`config.mk`:
```
export PLATFORM = sky130hd
export DESIGN_NAME = mclk_ratio_detect
export DESIGN_NICKNAME = d
export VERILOG_FILES = /design/src/rtl/mrd_pkg.sv /design/src/rtl/mrd_period_counter.sv /design/src/rtl/mrd_classifier.sv /design/src/rtl/mrd_lock_tracker.sv /design/src/rtl/mclk_ratio_detect.sv
export SDC_FILE = /design/constraint.sdc
export NUM_CORES = 1
export LEC_CHECK = 0
export CORE_MARGIN = 2
export CORE_UTILIZATION = 56
export DETAILED_ROUTE_END_ITERATION = 10
export GPL_TIMING_DRIVEN = 0
export PLACE_DENSITY = 0.83
export SETUP_SLACK_MARGIN = 0.5
export SLEW_MARGIN = 10
export SYNTH_ARGS = -nofsm -noshare
export SYNTH_HDL_FRONTEND = slang
export SYNTH_SLANG_ARGS = --single-unit
```
`constraint.sdc`:
```
create_clock -name clk -period 2.1 [get_ports clk]
set_clock_uncertainty 0.2 [all_clocks]
set_input_delay 0.21 -clock clk [delete_from_list [all_inputs] [get_ports clk]]
set_output_delay 0.21 -clock clk [all_outputs]
set_load 0.01 [all_outputs]
```
`src/rtl/mrd_pkg.sv`:
```
package mrd_pkg;
  typedef logic [2:0] ratio_code_t;

  localparam ratio_code_t CODE_NONE = 3'd7;
  localparam int NUM_RATIOS = 6;

  // nominal period in system clocks for ratio index i (ascending order)
  function automatic int ratio_nominal(input int idx);
    int base;
    base = (idx % 2 == 0) ? 128 : 192;
    return base << (idx / 2);
  endfunction
endpackage

```
`src/rtl/mrd_period_counter.sv`:
```
module mrd_period_counter #(
  parameter int TIMEOUT = 1024,
  localparam int CW = $clog2(TIMEOUT + 1)
) (
  input  logic          clk,
  input  logic          rst,
  input  logic          frame_clk,
  output logic          meas_valid,
  output logic [CW-1:0] meas_cnt,
  output logic          stall
);
  localparam logic [CW-1:0] LIMIT = CW'(TIMEOUT);

  logic          fc_q;
  logic          have_ref;
  logic [CW-1:0] cnt;
  logic          rise;

  assign rise  = frame_clk & ~fc_q;
  assign stall = (cnt == LIMIT);

  always_ff @(posedge clk) begin
    if (rst) begin
      fc_q       <= 1'b0;
      have_ref   <= 1'b0;
      cnt        <= '0;
      meas_valid <= 1'b0;
      meas_cnt   <= '0;
    end else begin
      fc_q       <= frame_clk;
      meas_valid <= 1'b0;
      if (rise) begin
        cnt      <= '0;
        have_ref <= 1'b1;
        if (have_ref && !stall) begin
          meas_valid <= 1'b1;
          meas_cnt   <= cnt + 1'b1;
        end
      end else if (!stall) begin
        cnt <= cnt + 1'b1;
      end else begin
        have_ref <= 1'b0;
      end
    end
  end

  // a reported period never exceeds the timeout window
  a_r8_meas_bounded: assert property (@(posedge clk) disable iff (rst)
    meas_valid |-> (meas_cnt <= LIMIT));

  // once stalled, the counter holds at the limit until a rise arrives
  a_r8_stall_holds: assert property (@(posedge clk) disable iff (rst)
    (stall && !rise) |=> stall);
endmodule

```
`src/rtl/mrd_classifier.sv`:
```
module mrd_classifier
  import mrd_pkg::*;
#(
  parameter int CW          = 11,
  parameter int TOL         = 2,
  parameter int SYSCLK_KHZ  = 98304,
  parameter int FS_HIGH_KHZ = 176
) (
  input  logic          clk,
  input  logic          rst,
  input  logic          meas_valid,
  input  logic [CW-1:0] meas_cnt,
  output logic          cls_valid,
  output ratio_code_t   cls_code
);
  logic [NUM_RATIOS-1:0] match;
  ratio_code_t           enc;

  for (genvar i = 0; i < NUM_RATIOS; i++) begin : g_ratio
    localparam int  NOM = ratio_nominal(i);
    localparam bit  EN  = !((NOM >= 512) && (SYSCLK_KHZ / NOM > FS_HIGH_KHZ));
    localparam int  LO  = NOM - TOL;
    localparam int  HI  = NOM + TOL;
    if (EN) begin : g_on
      assign match[i] = (int'(meas_cnt) >= LO) && (int'(meas_cnt) <= HI);
    end else begin : g_off
      assign match[i] = 1'b0;
    end
  end

  always_comb begin
    enc = CODE_NONE;
    for (int i = NUM_RATIOS - 1; i >= 0; i--) begin
      if (match[i]) enc = ratio_code_t'(i);
    end
  end

  always_ff @(posedge clk) begin
    if (rst) begin
      cls_valid <= 1'b0;
      cls_code  <= CODE_NONE;
    end else begin
      cls_valid <= meas_valid;
      if (meas_valid) cls_code <= enc;
    end
  end

  // tolerance windows never overlap, so at most one ratio matches
  a_r3_single_match: assert property (@(posedge clk) disable iff (rst)
    $onehot0(match));

  // classifier emits only a ratio index or the invalid code
  a_r2_code_range: assert property (@(posedge clk) disable iff (rst)
    cls_valid |-> (cls_code < 3'd6 || cls_code == CODE_NONE));
endmodule

```
`src/rtl/mrd_lock_tracker.sv`:
```
module mrd_lock_tracker
  import mrd_pkg::*;
#(
  parameter int LOCK_FRAMES = 3,
  localparam int SW = $clog2(LOCK_FRAMES + 1)
) (
  input  logic        clk,
  input  logic        rst,
  input  logic        cls_valid,
  input  ratio_code_t cls_code,
  input  logic        stall,
  output ratio_code_t ratio_code,
  output logic        locked,
  output logic        error
);
  localparam logic [SW-1:0] LOCK_N = SW'(LOCK_FRAMES);

  ratio_code_t   last_code;
  logic [SW-1:0] streak;
  logic [SW-1:0] streak_nx;

  always_comb begin
    if (cls_code == last_code && streak != '0)
      streak_nx = (streak == LOCK_N) ? streak : streak + 1'b1;
    else
      streak_nx = SW'(1);
  end

  always_ff @(posedge clk) begin
    if (rst) begin
      last_code  <= CODE_NONE;
      streak     <= '0;
      ratio_code <= CODE_NONE;
      locked     <= 1'b0;
      error      <= 1'b0;
    end else if (stall) begin
      last_code  <= CODE_NONE;
      streak     <= '0;
      ratio_code <= CODE_NONE;
      locked     <= 1'b0;
      error      <= 1'b1;
    end else if (cls_valid) begin
      if (cls_code == CODE_NONE) begin
        last_code  <= CODE_NONE;
        streak     <= '0;
        ratio_code <= CODE_NONE;
        locked     <= 1'b0;
        error      <= 1'b1;
      end else begin
        last_code  <= cls_code;
        streak     <= streak_nx;
        error      <= 1'b0;
        locked     <= (streak_nx == LOCK_N);
        ratio_code <= (streak_nx == LOCK_N) ? cls_code : CODE_NONE;
      end
    end
  end

  // a locked output always carries a real ratio code
  a_r4_locked_has_code: assert property (@(posedge clk) disable iff (rst)
    locked |-> (ratio_code != CODE_NONE));

  // error and lock are mutually exclusive
  a_r7_error_unlocked: assert property (@(posedge clk) disable iff (rst)
    error |-> !locked);

  // a differing class while locked drops the lock
  a_r5_mismatch_drops: assert property (@(posedge clk) disable iff (rst)
    (locked && cls_valid && !stall && cls_code != ratio_code) |=> !locked);

  // a stalled frame clock raises error on the next edge
  a_r8_stall_error: assert property (@(posedge clk) disable iff (rst)
    stall |=> (error && !locked));

  // lock can only appear right after a classification
  a_r4_lock_on_class: assert property (@(posedge clk) disable iff (rst)
    $rose(locked) |-> $past(cls_valid));
endmodule

```
`src/rtl/mclk_ratio_detect.sv`:
```
module mclk_ratio_detect
  import mrd_pkg::*;
#(
  parameter int TIMEOUT     = 1024,
  parameter int TOL         = 2,
  parameter int LOCK_FRAMES = 3,
  parameter int SYSCLK_KHZ  = 98304,
  parameter int FS_HIGH_KHZ = 176
) (
  input  logic       clk,
  input  logic       rst,
  input  logic       frame_clk,
  output logic [2:0] ratio_code,
  output logic       locked,
  output logic       error
);
  localparam int CW = $clog2(TIMEOUT + 1);

  logic          meas_valid;
  logic [CW-1:0] meas_cnt;
  logic          stall;
  logic          cls_valid;
  ratio_code_t   cls_code;

  mrd_period_counter #(.TIMEOUT(TIMEOUT)) u_counter (
    .clk        (clk),
    .rst        (rst),
    .frame_clk  (frame_clk),
    .meas_valid (meas_valid),
    .meas_cnt   (meas_cnt),
    .stall      (stall)
  );

  mrd_classifier #(
    .CW          (CW),
    .TOL         (TOL),
    .SYSCLK_KHZ  (SYSCLK_KHZ),
    .FS_HIGH_KHZ (FS_HIGH_KHZ)
  ) u_classifier (
    .clk        (clk),
    .rst        (rst),
    .meas_valid (meas_valid),
    .meas_cnt   (meas_cnt),
    .cls_valid  (cls_valid),
    .cls_code   (cls_code)
  );

  mrd_lock_tracker #(.LOCK_FRAMES(LOCK_FRAMES)) u_tracker (
    .clk        (clk),
    .rst        (rst),
    .cls_valid  (cls_valid),
    .cls_code   (cls_code),
    .stall      (stall),
    .ratio_code (ratio_code),
    .locked     (locked),
    .error      (error)
  );

  // outputs settle to the idle state in the cycle after reset
  a_r1_reset_state: assert property (@(posedge clk)
    $past(rst) |-> (ratio_code == CODE_NONE && !locked && !error));
endmodule

```
## Word-level counts from Yosys, hierarchy flattened

Cells that the tools add are included.

- Register bits after elaboration: 39
- Input port bits: 3

- Equal/unequal tests: 5
- Multiplexer cells: 18
- Bitwise operators: 3
- Reduce and logical (&&, ||, !) cells: 15
- Magnitude comparators: 10
- Add/sub/neg operators: 2

Operators by type and width:

| cell | count |
|---|---|
| 11-bit by 8-bit >= comparator with 1-bit output (second input constant) | 2 |
| 11-bit by 8-bit less-or-equal comparator with 1-bit output (second input constant) | 2 |
| 11-bit by 9-bit less-or-equal comparator with 1-bit output (second input constant) | 2 |
| 3-bit two-way mux | 7 |
| 11-bit by 1-bit adder with 11-bit output (second input constant) | 1 |
| 11-bit equality test (second input constant) | 1 |
| 11-bit by 10-bit >= comparator with 1-bit output (second input constant) | 1 |
| 11-bit by 7-bit >= comparator with 1-bit output (second input constant) | 1 |
| 11-bit by 9-bit >= comparator with 1-bit output (second input constant) | 1 |
| 11-bit by 10-bit less-or-equal comparator with 1-bit output (second input constant) | 1 |
| 2-bit two-way mux | 4 |
| 1-bit logical AND | 7 |
| 1-bit two-way mux | 7 |
| 2-bit nonzero test | 3 |
| 2-bit OR reduction | 3 |
| 2-bit equality test (second input constant) | 2 |
| 3-bit equality test | 1 |
| 3-bit equality test (second input constant) | 1 |
| 2-bit by 1-bit adder with 2-bit output (second input constant) | 1 |
| 1-bit inverter | 2 |
| 2-bit AND reduction | 1 |
| 1-bit bitwise AND | 1 |
| 1-bit zero test | 1 |

## Logic depth before layout (Yosys ltp)

Gate-level depths: netlist of run 1.

- Depth after elaboration: 7
- Depth in mapped cells: 7
- Depth with buffers taken out: 6

## Hierarchy

Synthesis of run 1 repeated with hierarchy kept, for this count alone.

- Cell total of the unflattened synthesis: 187
- Area total of the unflattened synthesis: 1771.7 µm²

By module, submodules not included:

| module | area each (µm²) | seq. area each (µm²) | times used | cells an instance |
|---|---|---|---|---|
| mrd_period_counter | 1043.5 | 500.5 | 1 | 105 |
| mrd_lock_tracker | 406.6 | 200.2 | 1 | 46 |
| mrd_classifier | 321.6 | 80.1 | 1 | 36 |

## Worst setup path after synthesis of run 1

No wires, ideal clock.

- Path type: flip-flop to flip-flop
- Start: register u_counter.cnt[0]
- End: register u_counter.meas_cnt[10]
- Buffers on the path: 0
- Setup slack: 0.272 ns
- Arrival: 1.548 ns
- Stages on the path, launching flop included: 6
- Setup time: 0.080 ns
- Path through: dfxtp_1 -> ha_1 -> and4_1 -> or3b_1 -> xor2_1 -> a211oi_2

- Longest elaborated chain between the ends: 4

RTL lines:

| what | RTL line | text |
|---|---|---|
| from (decl) | mrd_period_counter.sv:16 | `logic [CW-1:0] cnt;` |
| from (signal assigned) | mrd_period_counter.sv:40 | `cnt <= cnt + 1'b1;` |
| parallel branches: the longest is 4 deep, another holds 11-bit by 1-bit adder with 11-bit output | -- |  |
| to (signal assigned) | mrd_period_counter.sv:37 | `meas_cnt <= cnt + 1'b1;` |
| to (decl) | mrd_period_counter.sv:9 | `output logic [CW-1:0] meas_cnt,` |

Several ways; the timed one is not identified.
A chain may end at the register's enable or synchronous reset.

## Worst setup path after layout of run 1

- Start: register u_counter.cnt[1]
- End: register u_counter.meas_cnt[1]

The elaborated chain is that of the path after synthesis.

==> reports/metrics.yaml, run 1 <==
rows: 20
arrival_ps: 1870
grt_max_degree: 13
cts_buffers: 5
rr_startpoint: "u_counter.cnt[1]$_SDFFE_PP0N_"
grt-ovfl-total: 0
leakagePower_nw: 0.835
syn_area_sq_mm: 0.00176
synth.most_common_cell: "dfxtp_1"
core_area_sq_mm: 0.00303
totalWireLength_um: 4540
fin_nets: 230
setup_viol: 0
fp.dieArea_sq_mm: 0.00360
h-tree-depth: 2
ys_seq_area_frac: 0.444
async_reset_ff_frac: 0
dpl_cell_area_sq_mm: 0.00194
cts_tree: "yes"
fin_area_sq_mm: 0.00239
p_comb_frac: 0.112
postLayoutCoreUtil: 0.790
top_level_ports: 8
status: "finished clean"
dr.pass1.iters: 6
required_ps: 2140
cts.sinks: 39
p_total_mw: 1.57
period_minus_slack_ps: 1830
grt_first_pass_wirelength_um: 7040
crit_type: "reg -> reg"
synth.avg_cell_area_sq_um: 9.20
drc: 0
wl_per_cell_um: 16.8
clk_latency_ps: 350
start_util: 0.581
antenna_found_initial: 0
ir_drop_mv: 0.521
gp_congestion: 0.832
worst_pin_slew_ps: 446
antenna_cells: 0
synth_top_area_share: 0.444
dp_hpwl_um: 2710
synth_nets: 196
ant_nets: 0
hold_viol: 0
fill_cells: 185
ctsHoldBuffers: 0
ys_top_cells_by_area: "dfxtp_1 (44%), a211oi_2 (7.1%), nor2_1 (5.6%)"
seqPwrFrac: 0.501
p_clk_frac: 0.387
vias: 1627
reg2reg_depth: 7
setup_slack_ps: 270
die_height_um: 60.0
maxSlewHeadroom: 0.703
swShare: 0.229
vias_per_cell: 6.03
seq_area_sq_um: 810
post-route-period-util: 0.872
syn2layout_area_growth_pct: 36.2
ys_ff_latch: 39
hold_path_depth: 2
drt_iter0_markers: 92
worstSetupEndpointType: "flip-flop"
synth_flop_cell: "dfxtp_1"
synth_edf_count: 0
dp_slack_ps: -23.2
rrSetupSlack_ps: 270
worstHoldStart: "frame_clk"
final.setup.tns_ps: 0
grt_pass1_vias: 1591
grt_use_total: 0.264
slew_viol_final: 0
cts_buffer_depth: 2
p_switching_mw: 0.360
clkTransAtPathRegs_ps: 120
powerDensity_mw_per_mm2: 657
ys_warn_count: 0
rsz0062_at_grt: "true"
p_int_mw: 1.21
root_buffer: "clkbuf_4"
synth_commonest_cells: "dfxtp_1 (39), nor2_1 (26), nand2_1 (15)"
hp-class: "in -> reg"
path_max_fanout: 5
multiInputGateArea_sq_mm: 0.00112
rr_endpoint: "u_counter.meas_cnt[1]$_SDFFE_PP0P_"
yosysTopAreaCell: "dfxtp_1"
max-cap-violations: 0
die_w_um: 60.0
min_to: "u_counter.fc_q$_SDFF_PP0_"
netlist_instances: 191
max_freq_mhz: 546
drive_above_1_share: 0.389
cp-start-kind: "flip-flop"
portBuffers: 7
yosysUniqueCellTypes: 37
-- logic make-up after synthesis --
kind of cell	count (synthesis)	synth area share
muxes	5	0.0285
adders and majority gates	2	0.0142
and+or+nand+nor	83	0.246
buffers and inverters	14	0.0320
xor gates and xnor gates	13	0.0648
AOI/OAI and AO/OA	35	0.171
DFF	39	0.444
-- registers in the layout, indices dropped and copies added (netlist names) --
register	count
u_classifier.cls_code	3
u_classifier.cls_valid	1
u_counter.cnt	11
u_counter.fc_q	1
u_counter.have_ref	1
u_counter.meas_cnt	11
u_counter.meas_valid	1
u_tracker.error	1
u_tracker.last_code	3
u_tracker.locked	1
u_tracker.ratio_code	3
u_tracker.streak	2
-- how the worst max path moves through the flow --
stage,startpoint,end,slack (ps),cells after the start
final,u_counter.cnt[1]$_SDFFE_PP0N_,u_counter.meas_cnt[1]$_SDFFE_PP0P_,270,7
after global routing,u_counter.cnt[1]$_SDFFE_PP0N_,u_counter.meas_cnt[8]$_SDFFE_PP0P_,220,8
after detailed placement,rst,u_counter.have_ref$_SDFFE_PP0P_,-20,4
after floorplan,u_counter.cnt[0]$_SDFFE_PP0N_,u_counter.meas_cnt[5]$_SDFFE_PP0P_,390,7
after global placement,rst,u_counter.meas_cnt[1]$_SDFFE_PP0P_,5,4
after CTS,u_counter.cnt[1]$_SDFFE_PP0N_,u_counter.meas_cnt[10]$_SDFFE_PP0P_,360,5
-- layout make-up --
| type | count | share of cell area |
|---|---|---|
| clock inverter | 2 | 0.0251 |
| tap | 44 | 0.0230 |
| buffer | 6 | 0.0214 |
| multi-input combinational | 138 | 0.467 |
| clock buffer | 6 | 0.0173 |
| timing repair buffer | 27 | 0.0941 |
| inverter | 8 | 0.0136 |
| sequential | 39 | 0.338 |
-- metrics by stage --
step           instances  hold slack, ps
4_1_cts              265             266
5_1_grt              270             282
3_5_place_dp         242             264
2_1_floorplan        191             138
3_3_place_gp         242             251
6_report             270             268
-- worst max-delay path, stage by stage (launching register included) --
cell      delay (ps)
dfxtp_4          420
inv_4             50
ha_4             150
nor2b_4          140
a311oi_4         280
buf_6            180
mux2i_1          230
nor2_1            70
-- repair_timing --
item                                    CTS  global route
pin swaps                                 9             6
cloned                                    2             0
setup buffers                            13             5
endpoints found under the setup margin   41            37
gates resized for setup                  43            15
-- power groups by stage --
stage          logic [mW]  clock network [mW]  registers [mW]
3_3_place_gp        0.110                   0           0.802
2_1_floorplan      0.0916                   0           0.796
3_5_place_dp        0.116                   0           0.803
4_1_cts             0.154               0.618           0.786
5_1_grt             0.190               0.643           0.791
6_report            0.176               0.609           0.788
-- cells in the final DEF, fill, tap and decap left out, types with 3 or more instances in the layout --
cell,count
nor3_1,6
xor2_2,3
dfxtp_4,5
a21oi_1,5
nand3_1,8
mux2i_1,4
a211oi_2,10
nor2_1,16
dfxtp_2,8
dfxtp_1,26
nand2b_1,4
xnor2_1,7
o22ai_1,3
buf_4,17
inv_1,6
nor2b_1,8
nand2_1,14
dlygate4sd2_1,5
clkbuf_4,5
nand4_1,5
nor2_2,9
buf_6,5
-- routing by layer --
metal | wire length (um) | track usage | vias up
met3 | 314 | 0.0455 | 26
met1 | 1620 | 0.295 | 784
li1 | - | - | 746
met5 | 0 | 0 | -
met2 | 2410 | 0.491 | 71
met4 | 197 | 0.102 | 0
No activity file was read; power rests on OpenSTA's default activity.
==> run 2: changes to the inputs <==
--- a/config.mk
+++ b/config.mk
@@ -6,10 +6,11 @@
 export NUM_CORES = 1
 export LEC_CHECK = 0
 export CORE_MARGIN = 2
-export CORE_UTILIZATION = 56
+export CORE_UTILIZATION = 61
 export DETAILED_ROUTE_END_ITERATION = 10
+export DONT_BUFFER_PORTS = 1
 export GPL_TIMING_DRIVEN = 0
-export PLACE_DENSITY = 0.83
+export PLACE_DENSITY = 0.85
 export SETUP_SLACK_MARGIN = 0.5
 export SLEW_MARGIN = 10
 export SYNTH_ARGS = -nofsm -noshare
==> reports/metrics.yaml, run 2 (synthesized netlist as in run 1, its figures left out) <==
seqPwrFrac: 0.547  # +0.046
fill_cells: 126  # -32%
gp_congestion: 0.849  # +2.1%
start_util: 0.637  # +0.0569
setup_viol: 0  # unchanged
hp-class: "in -> reg"
cts.sinks: 39  # unchanged
top_regs: "u_counter.cnt (11), u_counter.meas_cnt (11)"
cp-start-kind: "flip-flop"
p_switching_mw: 0.401  # +11%
crit_type: "reg -> reg"
cts_tree: "yes"
ir_drop_mv: 0.593  # +14%
p_clk_frac: 0.314  # -0.073
rrSetupSlack_ps: 120  # -150 ps
top_level_ports: 8  # unchanged
cts_buffers: 5  # unchanged
slew_viol_final: 0  # unchanged
slowest_delay_ps: 510  # +90 ps
root_buffer: "clkbuf_4"
seq_area_sq_um: 798  # -1.4%
path_cells: "nor4b_4 > buf_4 > a311oi_4 > buf_4 > buf_6 > nor2_2 > a211oi_2"
dpl_cell_area_sq_mm: 0.00186  # -4.4%
max_freq_mhz: 505  # -7.5%
vias_per_cell: 6.93  # +15%
totalWireLength_um: 6500  # +43%
clkTransAtPathRegs_ps: 120  # about the same
arrival_ps: 1990  # +120 ps
required_ps: 2110  # -30 ps
fin_area_sq_mm: 0.00238  # -0.52%
layout_common_cells: "dfxtp_1 (31), nand2_1 (15), buf_4 (15)"
die_height_um: 57.7  # -3.9%
worstSetupEndpointType: "flip-flop"
post-route-period-util: 0.942  # +0.0707
ant_nets: 0  # unchanged
status: "finished clean"
wl_per_cell_um: 25.7  # +53%
vias: 1753  # +7.7%
dr.pass1.iters: 7  # +1
leakagePower_nw: 0.814  # -2.5%
slowest_stage: "dfxtp_1"
fin_nets: 226  # -1.7%
dp_hpwl_um: 2960  # +9.5%
portBuffers: 0  # -7
swShare: 0.277  # +0.0478
grt_first_pass_wirelength_um: 7370  # +4.7%
path_max_fanout: 5  # unchanged
period_minus_slack_ps: 1980  # +148 ps
drive_above_1_share: 0.392  # +0.00251
drc: 0  # unchanged
syn2layout_area_growth_pct: 35.4
antenna_found_initial: 0  # unchanged
final.setup.tns_ps: 0  # unchanged
maxSlewHeadroom: 0.558  # -0.144
setup_slack_ps: 121  # -148 ps
dp_slack_ps: 214  # +237 ps
grt-ovfl-total: 0  # unchanged
max-cap-violations: 0  # unchanged
hold_viol: 0  # unchanged
powerDensity_mw_per_mm2: 608  # -7.4%
grt_pass1_vias: 1575  # -1.0%
die_w_um: 57.7  # -3.9%
rows: 19  # -5.0%
h-tree-depth: 2  # unchanged
p_int_mw: 1.05  # -14%
clk_latency_ps: 350  # about the same
p_comb_frac: 0.138  # +0.026
final_common_cell: "dfxtp_1"
cp_common_cell: "buf_4"
multiInputGateArea_sq_mm: 0.00118  # +5.1%
grt_use_total: 0.291  # +0.0273
rsz0062_at_grt: "true"
grt_max_degree: 12  # -1
drt_iter0_markers: 204  # +120%
antenna_cells: 0  # unchanged
core_area_sq_mm: 0.00276  # -8.9%
cts_buffer_depth: 2  # unchanged
worst_pin_slew_ps: 662  # +216 ps
holdWs_ps: 91.7  # -177 ps
fp.dieArea_sq_mm: 0.00333  # -7.7%
==> run 2: changes by cell type in the layout (fill, tap and decap cells not counted), sizes merged <==
cell | previous run | this run
dlygate4sd2 | 5 | 0
bufinv | 2 | 0
clkbuf | 8 | 10
clkdlybuf4s50 | 2 | 0
dlygate4sd3 | 0 | 2
buf | 24 | 25
==> run 2: routing by layer <==
layer,GRT usage,vias up,share of wire
li1,-,734,-
met1,0.317,835,0.36
met2,0.524,140,0.48
met3,0.0692,44,0.092
met4,0.146,0,0.066
met5,0,-,0
==> run 2: power groups by stage <==
stage	Clock [mW]	Sequential, mW	Combinational [mW]
floorplan	0	0.796	0.0916
global placement	0	0.801	0.103
detailed placement	0	0.803	0.112
CTS	0.438	0.787	0.139
global route	0.476	0.794	0.207
finish	0.455	0.793	0.200
==> run 2: cell type report <==
cell class              instances  area share
plain buffers                   6      0.0263
flip-flops and latches         39       0.335
inverters                       8      0.0137
well taps                      31      0.0163
repair buffers                 23      0.0857
multi-input cells             138       0.494
clock buffers                   8      0.0289
==> run 2: path summary, 6_finish.rpt <==
path	startpoint	endpoint	depth (start not counted)
setup / recovery	u_counter.cnt[10]$_SDFFE_PP0N_	u_counter.meas_cnt[9]$_SDFFE_PP0P_	7
hold / removal	rst	u_classifier.cls_code[2]$_SDFFE_PP1P_	3
setup reg to reg	u_counter.cnt[10]$_SDFFE_PP0N_	u_counter.meas_cnt[9]$_SDFFE_PP0P_	7
hold reg to reg	u_counter.meas_cnt[3]$_SDFFE_PP0P_	u_counter.meas_cnt[3]$_SDFFE_PP0P_	2
==> run 2: worst max-delay path, delay by kind of cell, from the launching register on <==
family	cells	cell delay (ps)
flops	1	510
buf+inv	3	510
simple gates	2	450
compound gates	2	150
==> run 2: through the flow <==
step	utilization	cells	total power [mW]
final	0.863	253	1.45
after global routing	0.863	253	1.48
after CTS	0.754	238	1.36
after detailed placement	0.673	222	0.915
after global placement	0.673	222	0.904
after floorplan	-	191	0.888
==> run 2: what timing repair did <==
item | in CTS | in global routing
gates cloned | 0 | 1
endpoints found under the setup margin | 35 | 35
gates resized for setup | 15 | 49
buffers inserted | 6 | 14
hold buffers | 2 | 0
pin swaps | 4 | 18
hold endpoints to repair | 6 | 0
==> run 3: changes to the inputs <==
--- a/config.mk
+++ b/config.mk
@@ -5,12 +5,12 @@
 export SDC_FILE = /design/constraint.sdc
 export NUM_CORES = 1
 export LEC_CHECK = 0
+export ABC_AREA = 1
 export CORE_MARGIN = 2
-export CORE_UTILIZATION = 61
+export CORE_UTILIZATION = 62
 export DETAILED_ROUTE_END_ITERATION = 10
 export DONT_BUFFER_PORTS = 1
-export GPL_TIMING_DRIVEN = 0
-export PLACE_DENSITY = 0.85
+export PLACE_DENSITY = 0.86
 export SETUP_SLACK_MARGIN = 0.5
 export SLEW_MARGIN = 10
 export SYNTH_ARGS = -nofsm -noshare
==> reports/metrics.yaml, run 3 <==
status: "finished clean"
slowest_stage: "dfxtp_4"
slowest_delay_ps: 390  # -120 ps
hold_viol: 0  # unchanged
clkTransAtPathRegs_ps: 120  # about the same
worst_pin_slew_ps: 446  # -217 ps
required_ps: 2210  # +100 ps
max-cap-violations: 0  # unchanged
synth_edf_count: 0  # unchanged
worstHoldStart: "frame_clk"
grt-ovfl-total: 0  # unchanged
p_clk_frac: 0.316  # +0.002
yosysUniqueCellTypes: 25  # -32%
period_minus_slack_ps: 1590  # -391 ps
ys_seq_area_frac: 0.393  # -0.0509
grt_use_met1: 0.303  # -0.0138
netlist_instances: 305  # +60%
grt_pass1_vias: 1681  # +6.7%
path_max_fanout: 7  # +2
grt.busiest_layer: "met2"
ys_ff_latch: 39  # unchanged
die_height_um: 60.6  # +5.0%
grt.met2_usage: 0.465  # -0.0589
cp-start-kind: "flip-flop"
cts_tree: "yes"
holdWs_ps: 67.4  # -24.3 ps
antenna_cells: 0  # unchanged
syn_area_sq_mm: 0.00199  # +13%
cts_buffer_depth: 2  # unchanged
h-tree-depth: 2  # unchanged
final_common_cell: "nand2_1"
antenna_found_initial: 0  # unchanged
top_level_ports: 8  # unchanged
synth_nets: 310  # +58%
core_area_sq_mm: 0.00305  # +11%
crit_type: "reg -> reg"
vias_per_cell: 5.34  # -23%
wl_per_cell_um: 12.7  # -50%
rows: 20  # +1
clk_latency_ps: 360  # about the same
dp_hpwl_um: 2980  # +0.52%
ys_top_cells_by_area: "dfxtp_1 (39%), nand2_1 (17%), nor2_1 (9.8%)"
post-route-period-util: 0.756  # -0.186
path_cells: "inv_4 > ha_4 > nand2_4 > nor3_4 > nand2_4 > buf_6 > nand4_1 > nand2_1 > nor2_1"
yosysTopAreaCell: "dfxtp_1"
worstSetupEndpointType: "flip-flop"
p_comb_frac: 0.122  # -0.016
crit_path_start: "u_counter.cnt[1]$_SDFFE_PP0N_"
slew_viol_final: 0  # unchanged
ir_drop_mv: 0.420  # -29%
drc: 0  # unchanged
cts_buffers: 5  # unchanged
synth_top_area_share: 0.393  # -0.0509
top_regs: "u_counter.cnt (11), u_counter.meas_cnt (11)"
fin_nets: 321  # +42%
swShare: 0.274  # -0.00249
setup_viol: 0  # unchanged
ant_nets: 0  # unchanged
synth.avg_cell_area_sq_um: 6.51  # -29%
maxSlewHeadroom: 0.702  # +0.144
grt_first_pass_wirelength_um: 7110  # -3.5%
p_switching_mw: 0.386  # -3.7%
gp_congestion: 0.869  # +2.3%
start_util: 0.650  # +0.0129
p_int_mw: 1.02  # -2.5%
portBuffers: 0  # unchanged
synth.most_common_cell: "nand2_1"
grt_use_total: 0.264  # -0.0275
cp_common_cell: "nand2_4"
synth_flop_cell: "dfxtp_1"
syn2layout_area_growth_pct: 13.6
leakagePower_nw: 1.09  # +34%
max_freq_mhz: 630  # +25%
cts.sinks: 39  # unchanged
rr_startpoint: "u_counter.cnt[1]$_SDFFE_PP0N_"
arrival_ps: 1700  # -290 ps
totalWireLength_um: 4600  # -29%
rsz0062_at_grt: "true"
async_reset_ff_frac: 0  # unchanged
powerDensity_mw_per_mm2: 624  # +2.6%
die_w_um: 60.6  # +5.0%
seqPwrFrac: 0.562  # +0.015
drt_iter0_markers: 114  # -44%
synth_commonest_cells: "nand2_1 (91), nor2_1 (52), inv_1 (43)"
ys_warn_count: 0  # unchanged
hp-class: "in -> reg"
grt_use_met3: 0.0725  # +0.00330
grt_max_degree: 13  # +1
layout_common_cells: "nand2_1 (88), nor2_1 (48), inv_1 (36)"
final.setup.tns_ps: 0  # unchanged
drive_above_1_share: 0.139  # -0.253
rrSetupSlack_ps: 510  # +390 ps
fp.dieArea_sq_mm: 0.00367  # +10%
root_buffer: "clkbuf_4"
vias: 1928  # +10%
dr.pass1.iters: 4  # -3
==> run 3: worst paths after layout <==
check | to | depth (start not counted)
max | u_counter.meas_cnt[3]$_SDFFE_PP0P_ | 9
min | u_counter.have_ref$_SDFFE_PP0P_ | 4
max reg2reg | u_counter.meas_cnt[3]$_SDFFE_PP0P_ | 9
min reg2reg | u_tracker.streak[1]$_SDFFE_PP0P_ | 2
==> run 3: cell type report <==
class	count	area, sq um
fill	237	797
sequential	39	797
inverter	44	170
clock buffer	8	68.8
multi-input combinational	218	1090
timing repair buffer	8	76.3
tap	44	55.1
==> run 3: power groups by stage <==
stage	Clock [mW]	Combinational [mW]	Sequential, mW
final	0.445	0.172	0.790
after global routing	0.476	0.193	0.794
after CTS	0.443	0.157	0.788
after detailed placement	0	0.139	0.802
after global placement	0	0.136	0.802
after floorplan	0	0.123	0.797
==> run 3: critical path, delay by kind of cell, from the launching register on <==
family | cells | cell delay [ps]
and+or+nand+nor | 6 | 610
buffers and inverters | 2 | 210
adders and majority gates | 1 | 130
DFF | 1 | 390
==> run 3: repair_timing <==
action                                 CTS  global route
setup endpoints to repair               23            25
endpoints found under the hold margin   31             0
setup buffers                            2             1
gates cloned                             1             0
hold buffers                             5             0
resized for setup                       12            30
pin swaps                                5            11
==> run 3: cells by family after synthesis <==
logic type	share of synthesized area
xor+xnor	0.0176
compound gates	0.0693
flops	0.393
buf+inv	0.105
simple gates	0.402
fa+ha+maj	0.0126
==> run 3: routing by layer <==
layer	share of wire	wire, um
met1	0.43	1970
met2	0.51	2340
met3	0.037	172
met4	0.025	114
met5	0	0
==> run 3: stage by stage <==
| stage | utilization | power, mW | instances | setup WS [ps] | cell area [sq um] |
|---|---|---|---|---|---|
| after floorplan | - | 0.920 | 305 | 590 | 1990 |
| after global placement | 0.654 | 0.938 | 344 | 492 | 2000 |
| after detailed placement | 0.654 | 0.941 | 344 | 449 | 2000 |
| after CTS | 0.714 | 1.39 | 360 | 500 | 2180 |
| after global routing | 0.739 | 1.46 | 361 | 412 | 2260 |
| final | 0.739 | 1.41 | 361 | 512 | 2260 |
